$ cat config.mk
export PLATFORM = sky130hd
export DESIGN_NAME = booth_mul_iter
export DESIGN_NICKNAME = d
export VERILOG_FILES = /design/src/rtl/booth_mul_pkg.sv /design/src/rtl/booth_op_ctrl.sv /design/src/rtl/booth_digit_dec.sv /design/src/rtl/booth_step_unit.sv /design/src/rtl/booth_mul_iter.sv
export SDC_FILE = /design/constraint.sdc
export NUM_CORES = 1
export LEC_CHECK = 0
export ABC_AREA = 1
export ABC_CLOCK_PERIOD_IN_PS = 4600
export BUFFER_PORTS_ARGS = -buffer_cell sky130_fd_sc_hd__buf_4
export CAP_MARGIN = 40
export CORE_MARGIN = 4
export CORE_UTILIZATION = 45
export DETAILED_ROUTE_END_ITERATION = 6
export PLACE_DENSITY_LB_ADDON = 0.05
export REMOVE_ABC_BUFFERS = 1
export SYNTH_ARGS = -nofsm -noshare
export SYNTH_HDL_FRONTEND = slang
export SYNTH_SLANG_ARGS = --single-unit
$ cat constraint.sdc
create_clock -name clk -period 4.6 [get_ports clk]
set_clock_uncertainty 0.05 [all_clocks]
set_input_delay 0.69 -clock clk [delete_from_list [all_inputs] [get_ports clk]]
set_output_delay 0.69 -clock clk [all_outputs]
set_load 0.01 [all_outputs]
$ cat src/rtl/booth_mul_pkg.sv
// Shared types for the iterative Booth multiplier.
// Assumes a 3-bit op field; codes 6 and 7 are left unassigned and treated as invalid.
package booth_mul_pkg;

    typedef enum logic [2:0] {
        OP_NOP  = 3'd0,
        OP_LDS  = 3'd1,
        OP_LDU  = 3'd2,
        OP_STEP = 3'd3,
        OP_ADJ  = 3'd4,
        OP_READ = 3'd5
    } mul_op_e;

    typedef enum logic [1:0] {
        DIG_ZERO = 2'd0,
        DIG_ONE  = 2'd1,
        DIG_TWO  = 2'd2
    } digit_e;

    typedef struct packed {
        logic load;
        logic load_signed;
        logic step;
        logic adjust;
        logic read;
        logic bad;
    } op_ctrl_t;

endpackage

$ cat src/rtl/booth_op_ctrl.sv
// Decodes the micro-operation code into one control bit per action.
// Assumes op_i is valid every cycle; unassigned codes raise the bad flag only.
module booth_op_ctrl
    import booth_mul_pkg::*;
(
    input  logic [2:0] op_i,
    output op_ctrl_t   ctrl_o
);

    // Map each code to its action bits; unknown codes act on nothing.
    always_comb begin
        ctrl_o = '0;
        case (op_i)
            OP_NOP:  ctrl_o = '0;
            OP_LDS:  begin ctrl_o.load = 1'b1; ctrl_o.load_signed = 1'b1; end
            OP_LDU:  ctrl_o.load = 1'b1;
            OP_STEP: ctrl_o.step = 1'b1;
            OP_ADJ:  ctrl_o.adjust = 1'b1;
            OP_READ: ctrl_o.read = 1'b1;
            default: ctrl_o.bad = 1'b1;
        endcase
    end

endmodule

$ cat src/rtl/booth_digit_dec.sv
// Recodes the two low multiplier bits and the pending-subtract flag into a
// Booth digit magnitude and a subtract direction.
// Assumes the flag holds the multiplier bit retired just before these two.
module booth_digit_dec
    import booth_mul_pkg::*;
(
    input  logic [1:0] pair_i,
    input  logic       pend_i,
    output digit_e     kind_o,
    output logic       neg_o
);

    // Digit value is pend + pair[0] - 2*pair[1]; keep only its magnitude class.
    always_comb begin
        if ((pair_i == 2'b00 && !pend_i) || (pair_i == 2'b11 && pend_i)) begin
            kind_o = DIG_ZERO;
        end else if ((pair_i == 2'b10 && !pend_i) || (pair_i == 2'b01 && pend_i)) begin
            kind_o = DIG_TWO;
        end else begin
            kind_o = DIG_ONE;
        end
    end

    // A negative digit comes exactly from a set upper bit; it also becomes the next flag.
    assign neg_o = pair_i[1];

endmodule

$ cat src/rtl/booth_step_unit.sv
// One Booth step: optional pre-shift, add/subtract of the multiplicand,
// then the remaining shift so that the pair always moves two places.
// Assumes the high word with its sign flag is the exact running value scaled
// down, which fits in W+1 bits; the adder is W+2 bits wide so no sum overflows.
module booth_step_unit
    import booth_mul_pkg::*;
#(
    parameter int W = 32
) (
    input  logic [W-1:0] hi_i,
    input  logic [W-1:0] mq_i,
    input  logic         psign_i,
    input  logic [W-1:0] mcand_i,
    input  logic         msign_i,
    input  digit_e       kind_i,
    input  logic         neg_i,
    output logic [W-1:0] hi_o,
    output logic [W-1:0] mq_o,
    output logic         psign_o
);

    localparam int XW = W + 2;

    logic [XW-1:0] x_full;
    logic [XW-1:0] x_pre;
    logic [XW-1:0] m_ext;
    logic [XW-1:0] y_sum;
    logic [W-1:0]  mq_pre;

    // Extend both operands to the wide adder using their tracked signs.
    always_comb begin
        x_full = {psign_i, psign_i, hi_i};
        m_ext  = {msign_i, msign_i, mcand_i};
    end

    // Digit two takes its first single-bit shift before the adder.
    always_comb begin
        if (kind_i == DIG_TWO) begin
            x_pre  = $signed(x_full) >>> 1;
            mq_pre = {hi_i[0], mq_i[W-1:1]};
        end else begin
            x_pre  = x_full;
            mq_pre = mq_i;
        end
    end

    // Add, subtract or pass the multiplicand according to the digit.
    always_comb begin
        if (kind_i == DIG_ZERO) begin
            y_sum = x_pre;
        end else if (neg_i) begin
            y_sum = x_pre - m_ext;
        end else begin
            y_sum = x_pre + m_ext;
        end
    end

    // Finish the move: one place after a pre-shift, two places otherwise.
    always_comb begin
        if (kind_i == DIG_TWO) begin
            hi_o = y_sum[W:1];
            mq_o = {y_sum[0], mq_pre[W-1:1]};
        end else begin
            hi_o = y_sum[W+1:2];
            mq_o = {y_sum[1:0], mq_pre[W-1:2]};
        end
        psign_o = y_sum[XW-1];
    end

endmodule

$ cat src/rtl/booth_mul_iter.sv
// Iterative radix-4 Booth multiplier driven by one micro-operation per cycle.
// Holds the product pair, the pending-subtract flag and both sign flags.
// Assumes the sequencer issues load, W/2 steps and an optional adjust, with
// mcand_i held constant over the whole sequence.
module booth_mul_iter
    import booth_mul_pkg::*;
#(
    parameter int W = 32
) (
    input  logic         clk,
    input  logic         rst_n,
    input  logic [2:0]   op_i,
    input  logic [W-1:0] mcand_i,
    input  logic [W-1:0] mplier_i,
    output logic [W-1:0] result_o,
    output logic         err_o
);

    op_ctrl_t     ctrl;
    digit_e       dig_kind;
    logic         dig_neg;
    logic [W-1:0] hi_q, mq_q;
    logic         sub_q, msign_q, psign_q;
    logic [W-1:0] hi_step, mq_step;
    logic         psign_step;
    logic [W-1:0] hi_adj;

    booth_op_ctrl u_ctrl (
        .op_i   (op_i),
        .ctrl_o (ctrl)
    );

    booth_digit_dec u_dec (
        .pair_i (mq_q[1:0]),
        .pend_i (sub_q),
        .kind_o (dig_kind),
        .neg_o  (dig_neg)
    );

    booth_step_unit #(.W(W)) u_step (
        .hi_i    (hi_q),
        .mq_i    (mq_q),
        .psign_i (psign_q),
        .mcand_i (mcand_i),
        .msign_i (msign_q),
        .kind_i  (dig_kind),
        .neg_i   (dig_neg),
        .hi_o    (hi_step),
        .mq_o    (mq_step),
        .psign_o (psign_step)
    );

    // Final correction: restore the weight of a multiplier MSB read as negative.
    assign hi_adj = sub_q ? (hi_q + mcand_i) : hi_q;

    // Product pair update per op; nothing moves on a no-op or an invalid code.
    always_ff @(posedge clk) begin
        if (!rst_n) begin
            hi_q <= '0;
            mq_q <= '0;
        end else if (ctrl.load) begin
            hi_q <= '0;
            mq_q <= mplier_i;
        end else if (ctrl.step) begin
            hi_q <= hi_step;
            mq_q <= mq_step;
        end else if (ctrl.adjust) begin
            hi_q <= hi_adj;
        end
    end

    // Flag update: pending subtract and product sign move on steps, clear on loads.
    always_ff @(posedge clk) begin
        if (!rst_n) begin
            sub_q   <= 1'b0;
            psign_q <= 1'b0;
        end else if (ctrl.load) begin
            sub_q   <= 1'b0;
            psign_q <= 1'b0;
        end else if (ctrl.step) begin
            sub_q   <= dig_neg;
            psign_q <= psign_step;
        end
    end

    // Multiplicand sign is captured only by the load ops.
    always_ff @(posedge clk) begin
        if (!rst_n) begin
            msign_q <= 1'b0;
        end else if (ctrl.load) begin
            msign_q <= ctrl.load_signed & mcand_i[W-1];
        end
    end

    // Result port follows the op that produced a word; others hold it.
    always_ff @(posedge clk) begin
        if (!rst_n) begin
            result_o <= '0;
        end else if (ctrl.load) begin
            result_o <= '0;
        end else if (ctrl.step) begin
            result_o <= hi_step;
        end else if (ctrl.adjust) begin
            result_o <= hi_adj;
        end else if (ctrl.read) begin
            result_o <= mq_q;
        end
    end

    // Error flag reports the previous cycle's op code only.
    always_ff @(posedge clk) begin
        if (!rst_n) begin
            err_o <= 1'b0;
        end else begin
            err_o <= ctrl.bad;
        end
    end

endmodule

After elaboration in Yosys (flattened, before gate mapping)
Cells that the tools add are included.
Cells by class
  add/sub/neg operators: 3
  order comparisons: 0
  reductions and logical operators: 16
  bitwise gates (word level): 2
  multiply operators: 0
  div/mod/pow operators: 0
  muxes and demuxes: 22
  shift operators: 0
  eq/ne operators: 9
Operators by type and width (count)
  $mux W32: 12
  $mux W34: 2
  $add A33 B33 Y34: 1
  $sub A33 B33 Y34: 1
  $add A32 B32 Y32: 1
  $eq A2 B2 Y1 const B: 3
  $eq A3 B2 Y1 const B: 2
  $eq A3 B3 Y1 const B: 2
  $mux W1: 6
  $reduce_or A6 Y1: 1
  $logic_and A1 B1 Y1: 4
  $logic_not A2 Y1: 2
  $mux W2: 2
  $reduce_bool A2 Y1: 2
  $reduce_or A2 Y1: 2
  $eq A3 B1 Y1 const B: 1
  $logic_not A3 Y1: 1
  $reduce_bool A3 Y1: 1
  $eq A2 B1 Y1 const B: 1
  $logic_or A1 B1 Y1: 2
  $and A1 B1 Y1: 1
  $logic_not A1 Y1: 1
  $not A1 Y1: 1
Storage, ports and cells
  output and inout bits: 33
  bits in registers: 100
  logic and storage cells: 59
  memory bits (read-only): 0
  memory bits (writable): 0
  latch bits: 0
  memories kept: 0
  bits of input ports: 69

Longest topological paths before layout
Gate-level depths: netlist (run 1).
  depth after elaboration: 13
  mapped depth: 27
  mapped depth without buffers: 27

Hierarchy
A second synthesis (run 1) with hierarchy kept.
Unflattened totals
  cell total of the unflattened synthesis: 1982
  area total of the unflattened synthesis: 11222.0 sq um
By module, submodules not included
  booth_mul_iter: sequential area each 2001.9 sq um, cells an instance 1151, area each 7043.0 sq um, times used 1
  booth_step_unit: sequential area each 0.0 sq um, cells an instance 807, area each 4067.7 sq um, times used 1
  booth_op_ctrl: sequential area each 0.0 sq um, cells an instance 14, area each 65.1 sq um, times used 1
  booth_digit_dec: sequential area each 0.0 sq um, cells an instance 10, area each 46.3 sq um, times used 1

Worst setup path after synthesis (run 1)
Ideal clock, no wire load.
  path type: input port to flip-flop
  start: input port mcand_i[1]
  end: register result_o[28]
  setup time: 0.109 ns
  arrival time: 3.340 ns
  cell stages on the path: 25
  path buffers: 0
  slack: 1.101 ns
  data required time: 4.441 ns
  path through: inv_1 > ha_1 > nand2_1 > nor3_2 > nand4_1 > o21ai_2 > o21ai_2 > a21oi_1 > nand2_1 > xnor2_1 > ha_1 > a21oi_1 > nand2_1 > inv_1 > nand2_1 > a21oi_1 > nand2_1 > nand2_1 > nand2_1 > nand2_1 > nand3_1 > nand3_1 > nand3_1 > nand2_1 > inv_1
On the way
  longest elaborated chain between the ends: 5
  elaborated cells between the ends (all ways): 9
  classes of those cells: add/sub (3); mux (6)
Ends and longest elaborated chain
  start: declaration: line booth_mul_iter.sv:13  | input logic [W-1:0] mcand_i,
  $add A33 B33 Y34 or $sub A33 B33 Y34 (tied branches): line booth_step_unit.sv:54, booth_step_unit.sv:52
  $mux W34: line booth_step_unit.sv:51  | end else if (neg_i) begin
  $mux W34: line booth_step_unit.sv:49  | if (kind_i == DIG_ZERO) begin
  $mux W32: line booth_step_unit.sv:60  | if (kind_i == DIG_TWO) begin
  $mux W32 *: line booth_mul_iter.sv:101  | end else if (ctrl.step) begin
  end signal: assignment: line booth_mul_iter.sv:102  | result_o <= hi_step;
  end signal: assignment: line booth_mul_iter.sv:104  | result_o <= hi_adj;
  end signal: assignment: line booth_mul_iter.sv:106  | result_o <= mq_q;
  end: declaration: line booth_mul_iter.sv:15  | output logic [W-1:0] result_o,
Every way passes the cells marked *; elsewhere a longest branch is shown, timed or not.
A chain may end at the register's enable or synchronous reset.

Worst setup path after layout (run 1)
  start: register mq_q[1]
  end: register hi_q[21]
On the way
  longest elaborated chain between the ends: 12
  elaborated cells between the ends (all ways): 21
  classes of those cells: add/sub (2); eq/ne (4); mux (7); reduce/logical (8)
Ends and longest elaborated chain
  start: declaration: line booth_mul_iter.sv:22  | logic [W-1:0] hi_q, mq_q;
  start signal: assignment: line booth_mul_iter.sv:63  | mq_q <= mplier_i;
  start signal: assignment: line booth_mul_iter.sv:66  | mq_q <= mq_step;
  $eq A2 B2 Y1 or $eq A2 B1 Y1 (tied branches): line booth_digit_dec.sv:17  | end else if ((pair_i == 2'b10 && !pend_i) || (pair_i == 2'b01 && pend_i)) begin
  $logic_and A1 B1 Y1: line booth_digit_dec.sv:17
  $logic_or A1 B1 Y1: line booth_digit_dec.sv:17
  $mux W2: line booth_digit_dec.sv:17
  $mux W2: line booth_digit_dec.sv:15  | if ((pair_i == 2'b00 && !pend_i) || (pair_i == 2'b11 && pend_i)) begin
  $eq A2 B2 Y1: line booth_step_unit.sv:38, booth_step_unit.sv:60
  $mux W32: line booth_step_unit.sv:38  | if (kind_i == DIG_TWO) begin
  $add A33 B33 Y34 or $sub A33 B33 Y34 (tied branches): line booth_step_unit.sv:54, booth_step_unit.sv:52
  $mux W34: line booth_step_unit.sv:51
  $mux W34: line booth_step_unit.sv:49
  $mux W32 *: line booth_step_unit.sv:60
  $mux W32 *: line booth_mul_iter.sv:64  | end else if (ctrl.step) begin
  end signal: assignment: line booth_mul_iter.sv:65  | hi_q <= hi_step;
  end signal: assignment: line booth_mul_iter.sv:68  | hi_q <= hi_adj;
  end: declaration: line booth_mul_iter.sv:22
Marked as above.

==> results.yml, run 1 <==
global_route:
  grt_max_degree: 57
  grt_overflow_total: 0
  grt_pass1_vias: 12140
  antenna_found_initial: 0
  grtUsageTotal_pct: 28.45
  grt_pass1_wl_um: 64360
clocking:
  clk_pin_slew_ns: 0.08
  cts_buffers: 9
  cts_tree: "yes"
  hold_buffers: 0
  root_buffer: "clkbuf_16"
  cts_resized: 0
  numClockSinks: 100
  htreeDepth: 3
  insertion_delay_ns: 0.37
  cts_buffer_depth: 2
  post_cts_buffers: 0
route:
  routedWlPerCell_um: 16.43
  ant_nets: 0
  first_iter_violations: 979
  wl_um: 41000
  via_per_inst: 5.241
  drt_first_pass_iters: 6
  drcViolationCount: 0
  num_vias: 13080
placed_design:
  portBuffers: 101
  place.gp.congestion: 0.9618
  dpl.hpwl_um: 33710
  pre_cts_slack_ns: 0.1931
timing:
  finalWorstSetupSlack_ns: 0.5452
  hold_viol_final: 0
  slew_headroom_pct: 49.01
  setup_viol_count_final: 0
  period_needed_ns: 4.055
  slew_violations: 0
  fin_crit_sh_pct: 88.15
  fmax_mhz: 246.6
  finalSetupTns_ns: 0
  worstMarginPinSlew_ns: 0.7569
  rsz0062_at_grt: "no"
  holdWs_ns: 0.4345
floorplan:
  die_w_um: 168.0
  die_y_um: 168.0
  start_util_pct: 45.75
  io_pins: 102
  row_count: 58
  design.core.area_um2: 25180
  die_area_um2: 28230
job:
  max_cap_viol_count: 0
synthesis:
  synth_ff_type: "dfxtp_1"
  ys_seq_area_share_pct: 17.38
  syn_area_um2: 11520
  synthCells: 2097
  synth_edf_count: 0
  yosys_register_bits: 100
  yosysWarnings: 0
  synth.avg_cell_area_um2: 5.494
  postSynth.asyncResetShare_pct: 0
  synthDistinctLibCells: 48
worst_setup_path:
  reg2reg_from: "mq_q[1]"
  max_stage_delay_ns: 0.40
  worstPathMaxFanout: 31
  critical_path_buf_inv_count: 4
  cp.required_ns: 4.85
  reg2regPathDepth: 22
  cp-end-kind: "flip-flop"
  timing.rr.end: "hi_q[21]"
  crit_family: "simple AND/OR/NAND/NOR gates"
  crit_chain: "buf_4 -> nand3_1 -> nand2_4 -> inv_2 -> buf_4 -> nand2_1 -> o21ai_0 -> ha_1 -> nand2_1 -> nor2_1 -> nand2_1 -> nand2_1 -> nand2_1 -> nand2_1 -> nand2_1 -> nand3b_1 -> nand3_1 -> nand3_1 -> nand3_1 -> nand3_1 -> nand2_1 -> inv_1"
  cp-start-kind: "flip-flop"
  arrival_ns: 4.31
  crit_path_frequent_cell: "nand2_1"
  crit_type: "reg -> reg"
  r2r_slack_ns: 0.55
  critical_path.slowest_cell: "ha_1"
finish:
  n_antenna_cell: 0
  nFillCells: 2813
  drive_above_1_share_pct: 7.806
  fin_nets: 2296
  final_util_pct: 51.09
  area_delta_synth_final_pct: 11.66
power:
  p_comb_share_pct: 38.9
  p_sw_uw: 1170
  power.leakage_uw: 0.007081
  p_int_uw: 1740
  seq_power_share_pct: 32.8
  switching_share_pct: 40.20
  clockPowerShare_pct: 28.2
  peakVddDrop_mv: 0.1610
  power_density_nw_per_um2: 226.1
run_status:
  status: "finished, final reports clean"
worst_hold_path:
  hold_path_class: "reg -> reg"
  worstHoldStart: "mq_q[1]"
  hold_depth: 2
  hold_end: "sub_q"
[per-layer routing]
| metal | share of wire [%] | track usage (%) | wire (um) | vias up |
|---|---|---|---|---|
| li1 | - | - | - | 6764 |
| met1 | 48 | 41.26 | 19720 | 5877 |
| met3 | 5.9 | 2.700 | 2413 | 55 |
| met5 | 0 | 0 | 0 | - |
| met4 | 2.6 | 8.857 | 1052 | 0 |
| met2 | 43 | 44.65 | 17810 | 381 |
[cells in the final DEF (no fill, tap or decap), drive strengths merged, types with 8 or more instances in the layout]
cell | Yosys | routed
ha | 65 | 65
buf | 30 | 122
nand3b | 10 | 10
o211ai | 10 | 10
nand3 | 191 | 191
xnor2 | 26 | 26
o21bai | 10 | 10
a21oi | 123 | 123
nand2 | 619 | 619
xor2 | 33 | 33
nor2 | 196 | 196
or2 | 8 | 8
nand4 | 13 | 13
inv | 366 | 370
nor3 | 18 | 18
dfxtp | 100 | 100
o21ai | 200 | 200
clkbuf | 40 | 9
[layout make-up]
type                       count  area, um^2  share of cell area (%)
tap                          330       412.9                   3.210
timing repair buffer         122       948.4                   7.372
clock inverter                 7       80.08                  0.6224
multi-input combinational   1559        7815                   60.75
sequential                   100        2002                   15.56
clock buffer                   9       225.2                   1.751
inverter                     368        1381                   10.74
[cell families (layout without fill, tap and decap cells)]
logic type / count (synthesis) / in the layout / share of synthesized area (%)
AO/OA/AOI/OAI: 363 / 363 / 17.15
XOR/XNOR: 59 / 59 / 4.485
adder cells (fa/ha/maj): 67 / 67 / 7.407
buffers and inverters: 438 / 506 / 14.93
flip-flops: 100 / 100 / 17.38
multiplexers: 3 / 3 / 0.2607
AND/OR/NAND/NOR: 1067 / 1067 / 38.39
[synthesized netlist by cell type (5+ instances only)]
master | instances | area, um^2
a21o_1 | 7 | 52.55
a21oi_1 | 122 | 610.6
and2_1 | 5 | 31.28
buf_2 | 19 | 95.09
buf_4 | 8 | 60.06
clkbuf_1 | 40 | 150.1
dfxtp_1 | 100 | 2002
ha_1 | 65 | 813.3
inv_1 | 358 | 1344
inv_2 | 8 | 30.03
nand2_1 | 617 | 2316
nand3_1 | 191 | 955.9
nand3b_1 | 10 | 75.07
nand4_1 | 13 | 81.33
nor2_1 | 194 | 728.2
nor3_1 | 15 | 75.07
nor4_1 | 7 | 43.79
o211ai_1 | 7 | 52.55
o21ai_0 | 166 | 830.8
o21ai_1 | 32 | 160.2
o21bai_1 | 10 | 75.07
or2_2 | 5 | 31.28
xnor2_1 | 26 | 227.7
xor2_1 | 33 | 289.0
[power by group through the flow]
stage	Clock [uW]	Combinational [uW]	Sequential, uW
final	821	1130	955
after global routing	873	1270	961
after CTS	845	1120	954
after detailed placement	0	1120	974
after global placement	0	1100	974
after floorplan	0	723	979
[worst min-delay path, cell delays in order (launching register included)]
cell and delay [ns]:
dfxtp_1 0.33, nand2_1 0.06, a21oi_1 0.05
[state kept, by name (all words and copies together), names as in the netlist]
name / count
hi_q: 32
mq_q: 32
result_o: 32
err_o: 1
msign_q: 1
psign_q: 1
sub_q: 1
[metrics by stage]
step                power [uW]  cell area, um^2  std cells
floorplan                 1701            11180       2027
global placement          2078            12530       2478
detailed placement        2091            12560       2479
CTS                       2921            12860       2495
global route              3109            12860       2495
finish                    2909            12860       2495
[how the worst max path moves through the flow]
stage | startpoint | endpoint | slack, ns | depth (start not counted)
final | mq_q[1] | hi_q[21] | 0.55 | 22
after global routing | mcand_i[0] | hi_q[31] | 0.13 | 24
after detailed placement | mcand_i[1] | result_o[31] | 0.19 | 24
after CTS | mcand_i[1] | hi_q[31] | 0.56 | 24
after global placement | mcand_i[1] | result_o[31] | 0.24 | 24
after floorplan | sub_q | hi_q[12] | 0.35 | 19
Note: power is estimated with default switching activity, not from simulation.
==> inputs of run 2 (changes only) <==
- BUFFER_PORTS_ARGS: -buffer_cell sky130_fd_sc_hd__buf_4 -> not set
- DONT_BUFFER_PORTS: not set -> 1
==> run 2 against run 1 <==
  * Cell area shrank 6.2%
  * Via count shrank 3.4%
  * Worst setup slack lost 0.025 ns
  * Total power shrank 5.1%
  * Clock-buffer cell count is the same
  * Worst hold slack gained 0.022 ns
  * Clock power shrank 4.6%
==> results.yml, run 2 (synthesis gave the netlist of run 1 again) <==
global_route:
  grt_max_degree: 65
  grt_pass1_wl_um: 63870
  grtUsageTotal_pct: 28.19
  antenna_found_initial: 0
  grt_pass1_vias: 11810
  grt_overflow_total: 0
route:
  via_per_inst: 5.279
  routedWlPerCell_um: 16.91
  wl_um: 40470
  drcViolationCount: 0
  num_vias: 12640
  first_iter_violations: 1025
  drt_first_pass_iters: 5
  ant_nets: 0
finish:
  final_common_cell: "nand2_1"
  area_delta_synth_final_pct: 4.789
  fin_nets: 2195
  reg_top3: "hi_q x32, mq_q x32, result_o x32"
  nFillCells: 2830
  fin_cells: 2394
  n_antenna_cell: 0
  final_cell_mix: "nand2_1 (616), inv_1 (358), nor2_1 (193)"
  drive_above_1_share_pct: 3.295
clocking:
  clk_pin_slew_ns: 0.08
  root_buffer: "clkbuf_16"
  cts_resized: 0
  cts_buffers: 9
  cts_tree: "yes"
  numClockSinks: 100
  htreeDepth: 3
  hold_buffers: 0
  post_cts_buffers: 0
  insertion_delay_ns: 0.36
  cts_buffer_depth: 2
timing:
  period_needed_ns: 4.080
  hold_viol_final: 0
  slew_headroom_pct: 56.10
  holdWs_ns: 0.4567
  rsz0062_at_grt: "no"
  fin_crit_sh_pct: 88.69
  slew_violations: 0
  finalWorstSetupSlack_ns: 0.5201
  setup_viol_count_final: 0
  worstMarginPinSlew_ns: 0.6516
  fmax_mhz: 245.1
  finalSetupTns_ns: 0
placed_design:
  place.gp.congestion: 0.9578
  dpl.hpwl_um: 33080
  dp_cells: 2378
  portBuffers: 0
  pre_cts_slack_ns: 0.2249
floorplan:
  io_pins: 102
  die_w_um: 168.0
  die_y_um: 168.0
  row_count: 58
  design.core.area_um2: 25180
  start_util_pct: 45.75
  die_area_um2: 28230
worst_setup_path:
  critical_path.slowest_cell: "dfxtp_1"
  crit_type: "reg -> reg"
  worstPathMaxFanout: 31
  arrival_ns: 4.32
  crit_path_frequent_cell: "nand3_1"
  max_stage_delay_ns: 0.53
  crit_chain: "inv_1 -> nand3_1 -> nand2_4 -> inv_2 -> buf_4 -> o21ai_1 -> ha_1 -> nand2_1 -> nor2_1 -> nand2_1 -> nor2_1 -> nand3_1 -> nand3_1 -> inv_1 -> nand2_1 -> nand3_1 -> nand3_1 -> nand2_1 -> a21oi_1"
  cp.depth: 19
  cp-end-kind: "flip-flop"
  cp-start-kind: "flip-flop"
  crit_family: "simple AND/OR/NAND/NOR gates"
  reg2regPathDepth: 19
  cp.required_ns: 4.84
  critical_path_buf_inv_count: 4
worst_hold_path:
  hold_path_class: "in -> reg"
  hold_depth: 2
power:
  peakVddDrop_mv: 0.1587
  power.leakage_uw: 0.006555
  power_density_nw_per_um2: 228.6
job:
  max_cap_viol_count: 0
run_status:
  status: "finished, final reports clean"
==> run 2: final timing paths <==
kind,from,slack (ns),end
min,op_i[2],0.46,err_o
max,mq_q[1],0.52,hi_q[31]
min reg2reg,mq_q[31],0.46,mq_q[31]
max reg2reg,mq_q[1],0.52,hi_q[31]
==> run 2: stage by stage <==
step                power, uW  utilization (%)  instance area (um^2)
floorplan                1701                -                 11180
global placement         1975            46.71                 11760
global route             2967            47.94                 12070
detailed placement       1982            46.77                 11780
finish                   2759            47.94                 12070
CTS                      2770            47.94                 12070
==> run 2: final cells by class <==
class / count / area, um^2 / area share (%)
multi-input combinational: 1559 / 7815 / 64.73
clock buffer: 9 / 225.2 / 1.865
clock inverter: 7 / 71.32 / 0.5907
tap: 330 / 412.9 / 3.420
timing repair buffer: 21 / 165.2 / 1.368
sequential: 100 / 2002 / 16.58
inverter: 368 / 1381 / 11.44
==> run 2: where the power goes <==
group / total, uW / switching (uW) / leakage, uW / internal (uW)
Clock: 783 / 400 / 0.000139 / 383
Combinational: 1010 / 685 / 0.00560 / 321
Sequential: 970 / 47.8 / 0.000818 / 922
==> run 2: routing by layer <==
layer | up-vias | global-route usage, % | share of wire [%]
li1 | 6554 | - | -
met1 | 5637 | 40.54 | 48
met2 | 386 | 44.72 | 43
met3 | 60 | 4.085 | 6.5
met4 | 0 | 6.528 | 2.2
met5 | - | 0 | 0
